### src/rtl/squash_pkg.sv
package squash_pkg;
    typedef enum logic [2:0] {
        TS_IDLE   = 3'd0,
        TS_RUN    = 3'd1,
        TS_ROBSQ  = 3'd2,
        TS_TRAP   = 3'd3,
        TS_SAPEND = 3'd4
    } thr_st_e;
endpackage

### src/rtl/sq_trap_timer.sv
module sq_trap_timer #(
    parameter int LATW = 8
) (
    input  logic            clk,
    input  logic            rst_n,
    input  logic            start,
    input  logic            fire,
    input  logic [LATW-1:0] lat,
    output logic            in_flight,
    output logic            matured
);
    logic [LATW-1:0] cnt_q;

    always_ff @(posedge clk) begin
        if (!rst_n) begin
            in_flight <= 1'b0;
            cnt_q     <= '0;
        end else if (start) begin
            in_flight <= 1'b1;
            cnt_q     <= (lat == '0) ? '0 : lat - LATW'(1);
        end else if (fire) begin
            in_flight <= 1'b0;
        end else if (in_flight && cnt_q != '0) begin
            cnt_q <= cnt_q - LATW'(1);
        end
    end

    assign matured = in_flight && (cnt_q == '0);
endmodule

### src/rtl/sq_src_arb.sv
module sq_src_arb
    import squash_pkg::*;
#(
    parameter int SEQW = 32
) (
    input  thr_st_e         st,
    input  logic            trap_fl,
    input  logic            trap_mat,
    input  logic            trap_req,
    input  logic            tc_req,
    input  logic            sa_req,
    input  logic            ex_vld,
    input  logic [SEQW-1:0] ex_seq,
    input  logic            ex_incl,
    input  logic [SEQW-1:0] young,
    input  logic            rob_empty,
    input  logic [SEQW-1:0] last_cmt,
    input  logic [SEQW-1:0] rob_head,
    output logic            do_trap,
    output logic            do_tc,
    output logic            do_sa,
    output logic            ex_ok,
    output logic            any_sq,
    output logic            tc_bad,
    output logic            take_trap,
    output logic            take_sa,
    output logic [SEQW-1:0] sq_seq
);
    logic            active;
    logic [SEQW-1:0] all_seq;

    always_comb begin
        active    = (st != TS_IDLE);
        do_trap   = active && trap_mat;
        tc_bad    = active && tc_req && trap_fl;
        do_tc     = active && tc_req && !trap_fl && !do_trap;
        do_sa     = active && !do_trap && !do_tc && (st == TS_SAPEND);
        ex_ok     = active && !do_trap && !do_tc && !do_sa && ex_vld &&
                    (st != TS_TRAP) && (ex_seq <= young);
        any_sq    = do_trap || do_tc || do_sa || ex_ok;
        take_trap = active && trap_req && !trap_fl && !any_sq;
        take_sa   = (st == TS_RUN) && sa_req && !any_sq && !take_trap;
        all_seq   = rob_empty ? last_cmt : rob_head - SEQW'(1);
        if (ex_ok)
            sq_seq = ex_incl ? ex_seq - SEQW'(1) : ex_seq;
        else
            sq_seq = all_seq;
    end
endmodule

### src/rtl/sq_thread.sv
module sq_thread
    import squash_pkg::*;
#(
    parameter int SEQW = 32,
    parameter int PCW  = 32,
    parameter int LATW = 8,
    parameter int CNTW = 16
) (
    input  logic            clk,
    input  logic            rst_n,
    input  logic [LATW-1:0] trap_lat,
    input  logic            thr_en,
    input  logic            trap_req,
    input  logic            tc_req,
    input  logic            sa_req,
    input  logic            ex_vld,
    input  logic [SEQW-1:0] ex_seq,
    input  logic            ex_incl,
    input  logic [PCW-1:0]  ex_pc,
    input  logic            ex_mispred,
    input  logic            ex_uncond,
    input  logic            ex_taken,
    input  logic            ins_vld,
    input  logic [SEQW-1:0] ins_seq,
    input  logic            cmt_vld,
    input  logic [SEQW-1:0] cmt_seq,
    input  logic            rob_empty,
    input  logic [SEQW-1:0] rob_head,
    input  logic            rob_done,
    input  logic [PCW-1:0]  arch_pc,
    output logic            sq_out,
    output logic            rob_sq_out,
    output logic [SEQW-1:0] done_seq,
    output logic [PCW-1:0]  redir_pc,
    output logic            br_taken,
    output logic            tc_err,
    output logic [CNTW-1:0] mp_cnt,
    output logic [2:0]      state
);
    thr_st_e         st_q, st_d;
    logic            trap_fl, trap_mat;
    logic            do_trap, do_tc, do_sa, ex_ok, any_sq, tc_bad, take_trap, take_sa;
    logic [SEQW-1:0] sq_seq, young_q, last_cmt_q;

    sq_trap_timer #(.LATW(LATW)) u_timer (
        .clk       (clk),
        .rst_n     (rst_n),
        .start     (take_trap),
        .fire      (do_trap),
        .lat       (trap_lat),
        .in_flight (trap_fl),
        .matured   (trap_mat)
    );

    sq_src_arb #(.SEQW(SEQW)) u_arb (
        .st        (st_q),
        .trap_fl   (trap_fl),
        .trap_mat  (trap_mat),
        .trap_req  (trap_req),
        .tc_req    (tc_req),
        .sa_req    (sa_req),
        .ex_vld    (ex_vld),
        .ex_seq    (ex_seq),
        .ex_incl   (ex_incl),
        .young     (young_q),
        .rob_empty (rob_empty),
        .last_cmt  (last_cmt_q),
        .rob_head  (rob_head),
        .do_trap   (do_trap),
        .do_tc     (do_tc),
        .do_sa     (do_sa),
        .ex_ok     (ex_ok),
        .any_sq    (any_sq),
        .tc_bad    (tc_bad),
        .take_trap (take_trap),
        .take_sa   (take_sa),
        .sq_seq    (sq_seq)
    );

    // next-state selection
    always_comb begin
        st_d = st_q;
        unique case (st_q)
            TS_IDLE: if (thr_en) st_d = TS_RUN;
            TS_RUN, TS_ROBSQ, TS_TRAP, TS_SAPEND: begin
                if (any_sq)                            st_d = TS_ROBSQ;
                else if (take_trap)                    st_d = TS_TRAP;
                else if (take_sa)                      st_d = TS_SAPEND;
                else if (st_q == TS_ROBSQ && rob_done) st_d = TS_RUN;
            end
            default: st_d = TS_IDLE;
        endcase
    end

    // state register and tracked sequence numbers
    always_ff @(posedge clk) begin
        if (!rst_n) begin
            st_q       <= TS_IDLE;
            young_q    <= '0;
            last_cmt_q <= '0;
        end else begin
            st_q <= st_d;
            if (any_sq)       young_q <= sq_seq;
            else if (ins_vld) young_q <= ins_seq;
            if (cmt_vld)      last_cmt_q <= cmt_seq;
        end
    end

    // registered broadcast bundle
    always_ff @(posedge clk) begin
        if (!rst_n) begin
            sq_out     <= 1'b0;
            rob_sq_out <= 1'b0;
            done_seq   <= '0;
            redir_pc   <= '0;
            br_taken   <= 1'b0;
            tc_err     <= 1'b0;
            mp_cnt     <= '0;
        end else begin
            sq_out     <= any_sq;
            rob_sq_out <= any_sq || (st_q == TS_ROBSQ && !rob_done);
            br_taken   <= ex_ok && (ex_taken || (ex_mispred && ex_uncond));
            tc_err     <= tc_bad;
            if (any_sq) begin
                done_seq <= sq_seq;
                redir_pc <= ex_ok ? ex_pc : arch_pc;
            end
            if (ex_ok && ex_mispred) mp_cnt <= mp_cnt + CNTW'(1);
        end
    end

    assign state = st_q;
endmodule

### src/rtl/squash_ctl.sv
module squash_ctl #(
    parameter int NT   = 2,
    parameter int SEQW = 32,
    parameter int PCW  = 32,
    parameter int LATW = 8,
    parameter int CNTW = 16
) (
    input  logic                     clk,
    input  logic                     rst_n,
    input  logic [LATW-1:0]          trap_lat,
    input  logic [NT-1:0]            thr_en,
    input  logic [NT-1:0]            trap_req,
    input  logic [NT-1:0]            tc_req,
    input  logic [NT-1:0]            sa_req,
    input  logic [NT-1:0]            ex_vld,
    input  logic [NT-1:0][SEQW-1:0]  ex_seq,
    input  logic [NT-1:0]            ex_incl,
    input  logic [NT-1:0][PCW-1:0]   ex_pc,
    input  logic [NT-1:0]            ex_mispred,
    input  logic [NT-1:0]            ex_uncond,
    input  logic [NT-1:0]            ex_taken,
    input  logic [NT-1:0]            ins_vld,
    input  logic [NT-1:0][SEQW-1:0]  ins_seq,
    input  logic [NT-1:0]            cmt_vld,
    input  logic [NT-1:0][SEQW-1:0]  cmt_seq,
    input  logic [NT-1:0]            rob_empty,
    input  logic [NT-1:0][SEQW-1:0]  rob_head,
    input  logic [NT-1:0]            rob_done,
    input  logic [NT-1:0][PCW-1:0]   arch_pc,
    output logic [NT-1:0]            sq_out,
    output logic [NT-1:0]            rob_sq_out,
    output logic [NT-1:0][SEQW-1:0]  done_seq,
    output logic [NT-1:0][PCW-1:0]   redir_pc,
    output logic [NT-1:0]            br_taken,
    output logic [NT-1:0]            tc_err,
    output logic [NT-1:0][CNTW-1:0]  mp_cnt,
    output logic [NT-1:0][2:0]       thr_state
);
    for (genvar t = 0; t < NT; t++) begin : g_thr
        sq_thread #(.SEQW(SEQW), .PCW(PCW), .LATW(LATW), .CNTW(CNTW)) u_thr (
            .clk        (clk),
            .rst_n      (rst_n),
            .trap_lat   (trap_lat),
            .thr_en     (thr_en[t]),
            .trap_req   (trap_req[t]),
            .tc_req     (tc_req[t]),
            .sa_req     (sa_req[t]),
            .ex_vld     (ex_vld[t]),
            .ex_seq     (ex_seq[t]),
            .ex_incl    (ex_incl[t]),
            .ex_pc      (ex_pc[t]),
            .ex_mispred (ex_mispred[t]),
            .ex_uncond  (ex_uncond[t]),
            .ex_taken   (ex_taken[t]),
            .ins_vld    (ins_vld[t]),
            .ins_seq    (ins_seq[t]),
            .cmt_vld    (cmt_vld[t]),
            .cmt_seq    (cmt_seq[t]),
            .rob_empty  (rob_empty[t]),
            .rob_head   (rob_head[t]),
            .rob_done   (rob_done[t]),
            .arch_pc    (arch_pc[t]),
            .sq_out     (sq_out[t]),
            .rob_sq_out (rob_sq_out[t]),
            .done_seq   (done_seq[t]),
            .redir_pc   (redir_pc[t]),
            .br_taken   (br_taken[t]),
            .tc_err     (tc_err[t]),
            .mp_cnt     (mp_cnt[t]),
            .state      (thr_state[t])
        );
    end
endmodule

### config.mk
export PLATFORM = sky130hd
export DESIGN_NAME = squash_ctl
export DESIGN_NICKNAME = d
export VERILOG_FILES = /design/src/rtl/squash_pkg.sv /design/src/rtl/sq_trap_timer.sv /design/src/rtl/sq_src_arb.sv /design/src/rtl/sq_thread.sv /design/src/rtl/squash_ctl.sv
export SDC_FILE = /design/constraint.sdc
export NUM_CORES = 1
export LEC_CHECK = 0
export ABC_AREA = 1
export CORE_AREA = 2 2 234 236
export DETAILED_ROUTE_END_ITERATION = 16
export DIE_AREA = 0 0 236 238
export DONT_BUFFER_PORTS = 1
export PLACE_DENSITY = 0.51
export SLEW_MARGIN = 20
export SYNTH_ARGS = -nofsm -noshare
export SYNTH_HDL_FRONTEND = slang
export SYNTH_SLANG_ARGS = --single-unit
### constraint.sdc
create_clock -name clk -period 3.5 [get_ports clk]
set_input_delay 0 -clock clk [delete_from_list [all_inputs] [get_ports clk]]
set_output_delay 0 -clock clk [all_outputs]
set_load 0.01 [all_outputs]
## Yosys cells after proc, flatten, opt, wreduce, memory -nomap -nowiden

Cells that the tools add are included.
W data, S select, Z words.

| storage, ports and cells | value |
|---|---|
| word-level logic and storage cells | 181 |
| memories kept | 0 |
| latch bits | 0 |
| bits in registers | 320 |
| output and inout bits | 174 |
| RAM bits | 0 |
| bits in read-only memories | 0 |

| operators by class | value |
|---|---|
| $lt $le $gt $ge | 2 |
| shifts and indexed selects | 0 |
| reductions and logical operators | 95 |
| equality and inequality tests | 16 |
| bitwise logic cells | 0 |
| divide/modulo/power cells | 0 |
| multipliers | 0 |
| add/sub/neg operators | 9 |
| mux-type cells | 35 |

Operator list:

| operator | count |
|---|---|
| $mux W32 | 12 |
| $sub A32 B1 Y32 const B | 4 |
| $le A32 B32 Y1 | 2 |
| $mux W8 | 7 |
| $logic_and A1 B1 Y1 | 50 |
| $add A16 B1 Y16 const B | 2 |
| $mux W3 | 10 |
| $logic_not A8 Y1 | 3 |
| $sub A8 B1 Y8 const B | 3 |
| $reduce_bool A8 Y1 | 2 |
| $logic_not A1 Y1 | 14 |
| $eq A3 B2 Y1 const B | 4 |
| $pmux W3 S2 | 2 |
| $reduce_bool A2 Y1 | 6 |
| $logic_or A1 B1 Y1 | 10 |
| $ne A5 B1 Y1 const B | 2 |
| $ne A2 B2 Y1 const B | 4 |
| $reduce_and A2 Y1 | 4 |
| $reduce_or A4 Y1 | 2 |
| $eq A3 B1 Y1 const B | 2 |
| $eq A3 B3 Y1 const B | 2 |
| $logic_not A3 Y1 | 2 |
| $ne A3 B2 Y1 const B | 2 |
| $reduce_bool A3 Y1 | 2 |
| $mux W1 | 4 |

## Longest topological paths before layout

| logic depth | value |
|---|---|
| depth in word-level cells | 22 |
| gate-level depth with buffers | 22 |
| gate-level depth less buffers | 21 |

## By module

From an unflattened synthesis, not the netlist that was laid out.

| unflattened totals | value |
|---|---|
| cell total of the unflattened synthesis | 3,414 |
| area, all modules | 20,920.1 um2 |

By module, submodules not included:

| module | cells an instance | seq. area each (um2) | area an instance (um2) | times used |
|---|---|---|---|---|
| sq_thread | 852 | 3,022.9 | 6,145.9 | 2 |
| sq_src_arb | 718 | 0.0 | 3,493.4 | 2 |
| sq_trap_timer | 137 | 180.2 | 820.8 | 2 |

## Worst setup path before layout

OpenSTA, ideal clock, no wires.

| timing path | value |
|---|---|
| kind | flip-flop to flip-flop |
| from | register g_thr[1].u_thr.young_q[23] |
| to | register g_thr[1].u_thr.done_seq[17] |
| cell stages (with the launch flop) | 16 |
| setup time | 0.132 ns |
| clock period less this slack | 2.068 ns |
| arrival time | 1.936 ns |
| path slack | 1.432 ns |
| path buffers | 2 |
| path through | dfxtp_1 inv_1 ha_1 nand2_1 nor2_1 nand4_1 nor2_1 nand2_1 nand2_2 nand2_1 nand2_4 buf_6 buf_2 nand3_1 o211ai_1 a21oi_1 |

| between the ends | value |
|---|---|
| cells in the longest elaborated chain, start to end | 3 |
| elaborated cells on any way between the ends | 4 |
| classes of those cells | order compare (1); mux (1); reduce/logical (2) |

Ends and longest elaborated chain:

| item | RTL line | RTL |
|---|---|---|
| start, declared | sq_thread.sv:43 | `logic [SEQW-1:0] sq_seq, young_q, last_cmt_q;` |
| start signal, assigned | sq_thread.sv:103 | `if (any_sq) young_q <= sq_seq;` |
| start signal, assigned | sq_thread.sv:104 | `else if (ins_vld) young_q <= ins_seq;` |
| $le A32 B32 Y1 (*) | sq_src_arb.sv:39 | `(st != TS_TRAP) && (ex_seq <= young);` |
| $logic_and A1 B1 Y1 (*) | sq_src_arb.sv:39 |  |
| $mux W32 / $logic_or A1 B1 Y1 (equally long branches) | sq_src_arb.sv:44, sq_src_arb.sv:40 |  |
| end signal, assigned | sq_thread.sv:125 | `done_seq <= sq_seq;` |
| end, declared | sq_thread.sv:33 | `output logic [SEQW-1:0] done_seq,` |

Every way passes the cells marked *; elsewhere a longest branch is shown, timed or not.
A chain may end at the register's enable or synchronous reset.

## Worst setup path in the final report

| timing path | value |
|---|---|
| from | register g_thr[0].u_thr.young_q[11] |
| to | register g_thr[0].u_thr.done_seq[19] |

| between the ends | value |
|---|---|
| cells in the longest elaborated chain, start to end | 3 |
| elaborated cells on any way between the ends | 4 |
| classes of those cells | order compare (1); mux (1); reduce/logical (2) |

Ends and longest elaborated chain:

| item | RTL line |
|---|---|
| start, declared | sq_thread.sv:43 |
| start signal, assigned | sq_thread.sv:103 |
| start signal, assigned | sq_thread.sv:104 |
| $le A32 B32 Y1 (*) | sq_src_arb.sv:39 |
| $logic_and A1 B1 Y1 (*) | sq_src_arb.sv:39 |
| $mux W32 / $logic_or A1 B1 Y1 (equally long branches) | sq_src_arb.sv:44, sq_src_arb.sv:40 |
| end signal, assigned | sq_thread.sv:125 |
| end, declared | sq_thread.sv:33 |

Marks and branches as above.

==> reports/metrics.cfg <==
[grt]
pin_count_of_the_biggest_net_entering_global_routing=208
grt_antenna_before_repair=7
first_pass_grt_wire_length_um=129700
via_count_of_the_first_global_routing_pass=22367
gr-total-overflow=0
groute.usage.overall=0.2927

[timing]
clock.fmax_ghz=0.2863
timing.clock.skew_ns=0.02813
finalCriticalPeriod_ns=3.492
timing.final.setup_violations=0
finalHoldViolations=0
final_max_slew_viol_count=0
finalWorstSetupSlack_ns=0.007707
tightestPinTransition_ns=1.040
timing.max_slew.rel_slack=0.3059
rsz0062_at_grt=yes
timing.final.crit_share=0.9978

[yosys]
ys_seq_elements=320
syn_area_per_cell_um2=6.560
yosysWarningCount=0
synth_top_cell_by_area=dfxtp_1
synthMostInstantiatedCell=nand2_1
synth_top_cell_area_share=0.3236
yosys.cell_types.count=52
synth_common_cells=701 x nand2_1, 406 x nor2_1, 320 x dfxtp_1
synth_ff_type=dfxtp_1
synthCells=3018
mappedNetlistNets=3513
asyncSetResetFlopFracSynth=0
netlist_area_um2=19800
synth_edf_count=0
synth.area.top_cells=dfxtp_1 32%, nand2_1 13%, nor2_1 7.7%, o21ai_0 6.2%, a21oi_1 5.7%
seq_total_area_yosys=0.3236

[worst_setup_path]
worst_setup_path_start_kind=register
worstSetupEndpointType=register
cp.required_ns=3.99
r2r_setup_slack_ns=0.008
crit_path_end=g_thr[0].u_thr.done_seq[19]
criticalPathCategory=register to register
worstPathMaxFanout=81
reg2reg_to=g_thr[0].u_thr.done_seq[19]
worstSetupStartpoint=g_thr[0].u_thr.young_q[11]
arrival_time_at_the_worst_endpoint_ns=3.98
reg2reg_depth=17
r2r_start=g_thr[0].u_thr.young_q[11]

[pwr]
total_leakage_power_nw=11.41
power.density_cell_area_nw_per_um2=608.5
max-vdd-ir-drop_mv=0.4346

[floorplanning]
die_width_um=236
start_util=0.3701
die-height_um=238
top_level_ports=594
die_area_um2=56170
fp-row-count=85
core-area_um2=53500

[clock_tree]
worstSkewPairLatency_ns=0.58
htree_levels=2
cts_root_buf=clkbuf_16
cts.sink_count=320
cts-buffers-inserted=40
maximum_number_of_buffers_from_clock_root_to_sink=3
tritoncts=built
clkSlewWorstSetupHoldPaths_ns=0.06

[detailed_routing]
route.antenna.remaining_nets=0
wl_per_cell_um=20.42
detailroute.via_count=22936
wl_um=86720
drt_iter0_drc=1578
drt_pass1_iterations=7
vias_per_cell=5.401
detail_route.drc_violations=0

[place]
gp_congestion=0.9297
hpwlAfterDp_um=58960
placement.setup.worst_slack_ns=0.5598
buffer_ports.inserted=0

[outcome]
run_status=finished clean

[finish]
postLayoutCoreUtil=0.5129
fill_cells=5316
area_delta_synth_final_pct=38.59
total_number_of_nets_in_the_final_design=4013
fraction_of_layout_cells_with_a_size_suffix_above_1=0.05864

[min_path]
min_path_type=input pin to register

[run]
max_cap_violations=0

cell families after synthesis:
logic type / count (synthesis) / share of synthesized area
and+or+nand+nor: 1507 / 0.3296
adders and majority gates: 75 / 0.04740
DFF: 320 / 0.3236
muxes: 1 / 0.0005056
buffers and inverters: 410 / 0.08740
AOI/OAI and AO/OA: 602 / 0.1660
xor gates and xnor gates: 103 / 0.04556
state kept, by name, summed over array words and instances (netlist names), 6 cells and up:
register,count
g_thr.u_thr.mp_cnt,32
g_thr.u_thr.young_q,64
g_thr.u_thr.redir_pc,64
g_thr.u_thr.done_seq,64
g_thr.u_thr.u_timer.cnt_q,16
g_thr.u_thr.last_cmt_q,64
g_thr.u_thr.state,6
critical path, cell delays in order, from the launching register on:
cell           delay [ns]
dfxtp_1              0.31
inv_1                0.05
ha_1                 0.31
a21oi_1              0.15
nand2_1              0.08
a21oi_1              0.20
nand2_1              0.09
nand2_1              0.06
nand2_1              0.05
nand2_1              0.11
nand2_4              0.09
buf_16               0.25
inv_4                0.46
o21ai_0              0.18
nand2_1              0.09
nand2_1              0.11
dlygate4sd3_1        0.62
a21oi_1              0.13
per-stage QoR:
| stage | cell area (um2) | hold slack [ns] | power, mW | std cells | setup TNS, ns |
|---|---|---|---|---|---|
| finish | 27440 | 0.01713 | 16.70 | 4247 | 0 |
| global route | 27440 | 0.02066 | 17.72 | 4246 | -2.181 |
| CTS | 27040 | 0.002269 | 16.22 | 4218 | 0 |
| detailed placement | 20140 | 0.1110 | 10.68 | 3589 | 0 |
| global placement | 20140 | 0.1108 | 10.60 | 3589 | 0 |
| floorplan | 19800 | 0.1009 | 9.361 | 3018 | 0 |
worst min-delay path by stage:
stage | endpoint | slack [ns] | from | cells after the start
after floorplan | g_thr[1].u_thr.rob_sq_out | 0.10 | rob_done[1] | 1
after global placement | g_thr[1].u_thr.rob_sq_out | 0.11 | rob_done[1] | 1
after detailed placement | g_thr[1].u_thr.rob_sq_out | 0.11 | rob_done[1] | 1
after CTS | g_thr[0].u_thr.done_seq[31] | 0.002 | rob_empty[0] | 6
after global routing | g_thr[1].u_thr.u_timer.cnt_q[6] | 0.02 | trap_lat[7] | 4
final | g_thr[1].u_thr.u_timer.cnt_q[6] | 0.02 | trap_lat[7] | 4
layer usage:
layer | up-vias | routed length (um) | global-route usage
met4 | 8 | 3606 | 0.1233
li1 | 10913 | - | -
met5 | - | 39 | 0
met1 | 10771 | 35380 | 0.3566
met3 | 225 | 7919 | 0.08040
met2 | 1019 | 39770 | 0.4857
cell type report:
class | count | area (um2) | area share
multi-input cells | 2291 | 11750 | 0.4281
flip-flops and latches | 320 | 6406 | 0.2335
repair buffers | 598 | 6082 | 0.2216
clock buffers | 56 | 1152 | 0.04200
inverters | 267 | 1027 | 0.03744
well taps | 696 | 870.8 | 0.03174
clock inverters | 15 | 143.9 | 0.005244
diodes | 4 | 10.01 | 0.0003648
report_power, final:
group	internal, mW	switching [mW]	leakage [nW]
logic	2.97	3.92	8.15
clock network	2.45	1.74	0.635
registers	4.62	1.00	2.63
total	10.0	6.66	11.4
layout by cell type, fill, tap and decap left out, drive strengths merged, types with 37 or more instances in the layout:
| master | synthesis | final |
|---|---|---|
| xor2 | 63 | 63 |
| o211ai | 75 | 75 |
| dlygate4sd3 | 0 | 557 |
| ha | 75 | 75 |
| a21oi | 226 | 226 |
| o21ai | 270 | 270 |
| nor3 | 52 | 52 |
| nand4 | 37 | 37 |
| xnor2 | 40 | 40 |
| nor2 | 417 | 419 |
| dfxtp | 320 | 320 |
| nand3 | 192 | 192 |
| buf | 74 | 38 |
| or2 | 75 | 75 |
| inv | 265 | 267 |
| clkbuf | 69 | 59 |
| nand2 | 708 | 708 |
timing repair:
| item | 4_1_cts | 5_1_grt |
|---|---|---|
| gates resized for setup | 0 | 23 |
| hold buffers | 558 | 0 |
| hold endpoints to repair | 317 | 0 |
| setup buffers | 0 | 19 |
| endpoints found under the setup margin | 0 | 95 |
Note: power is estimated with default switching activity, not from simulation.
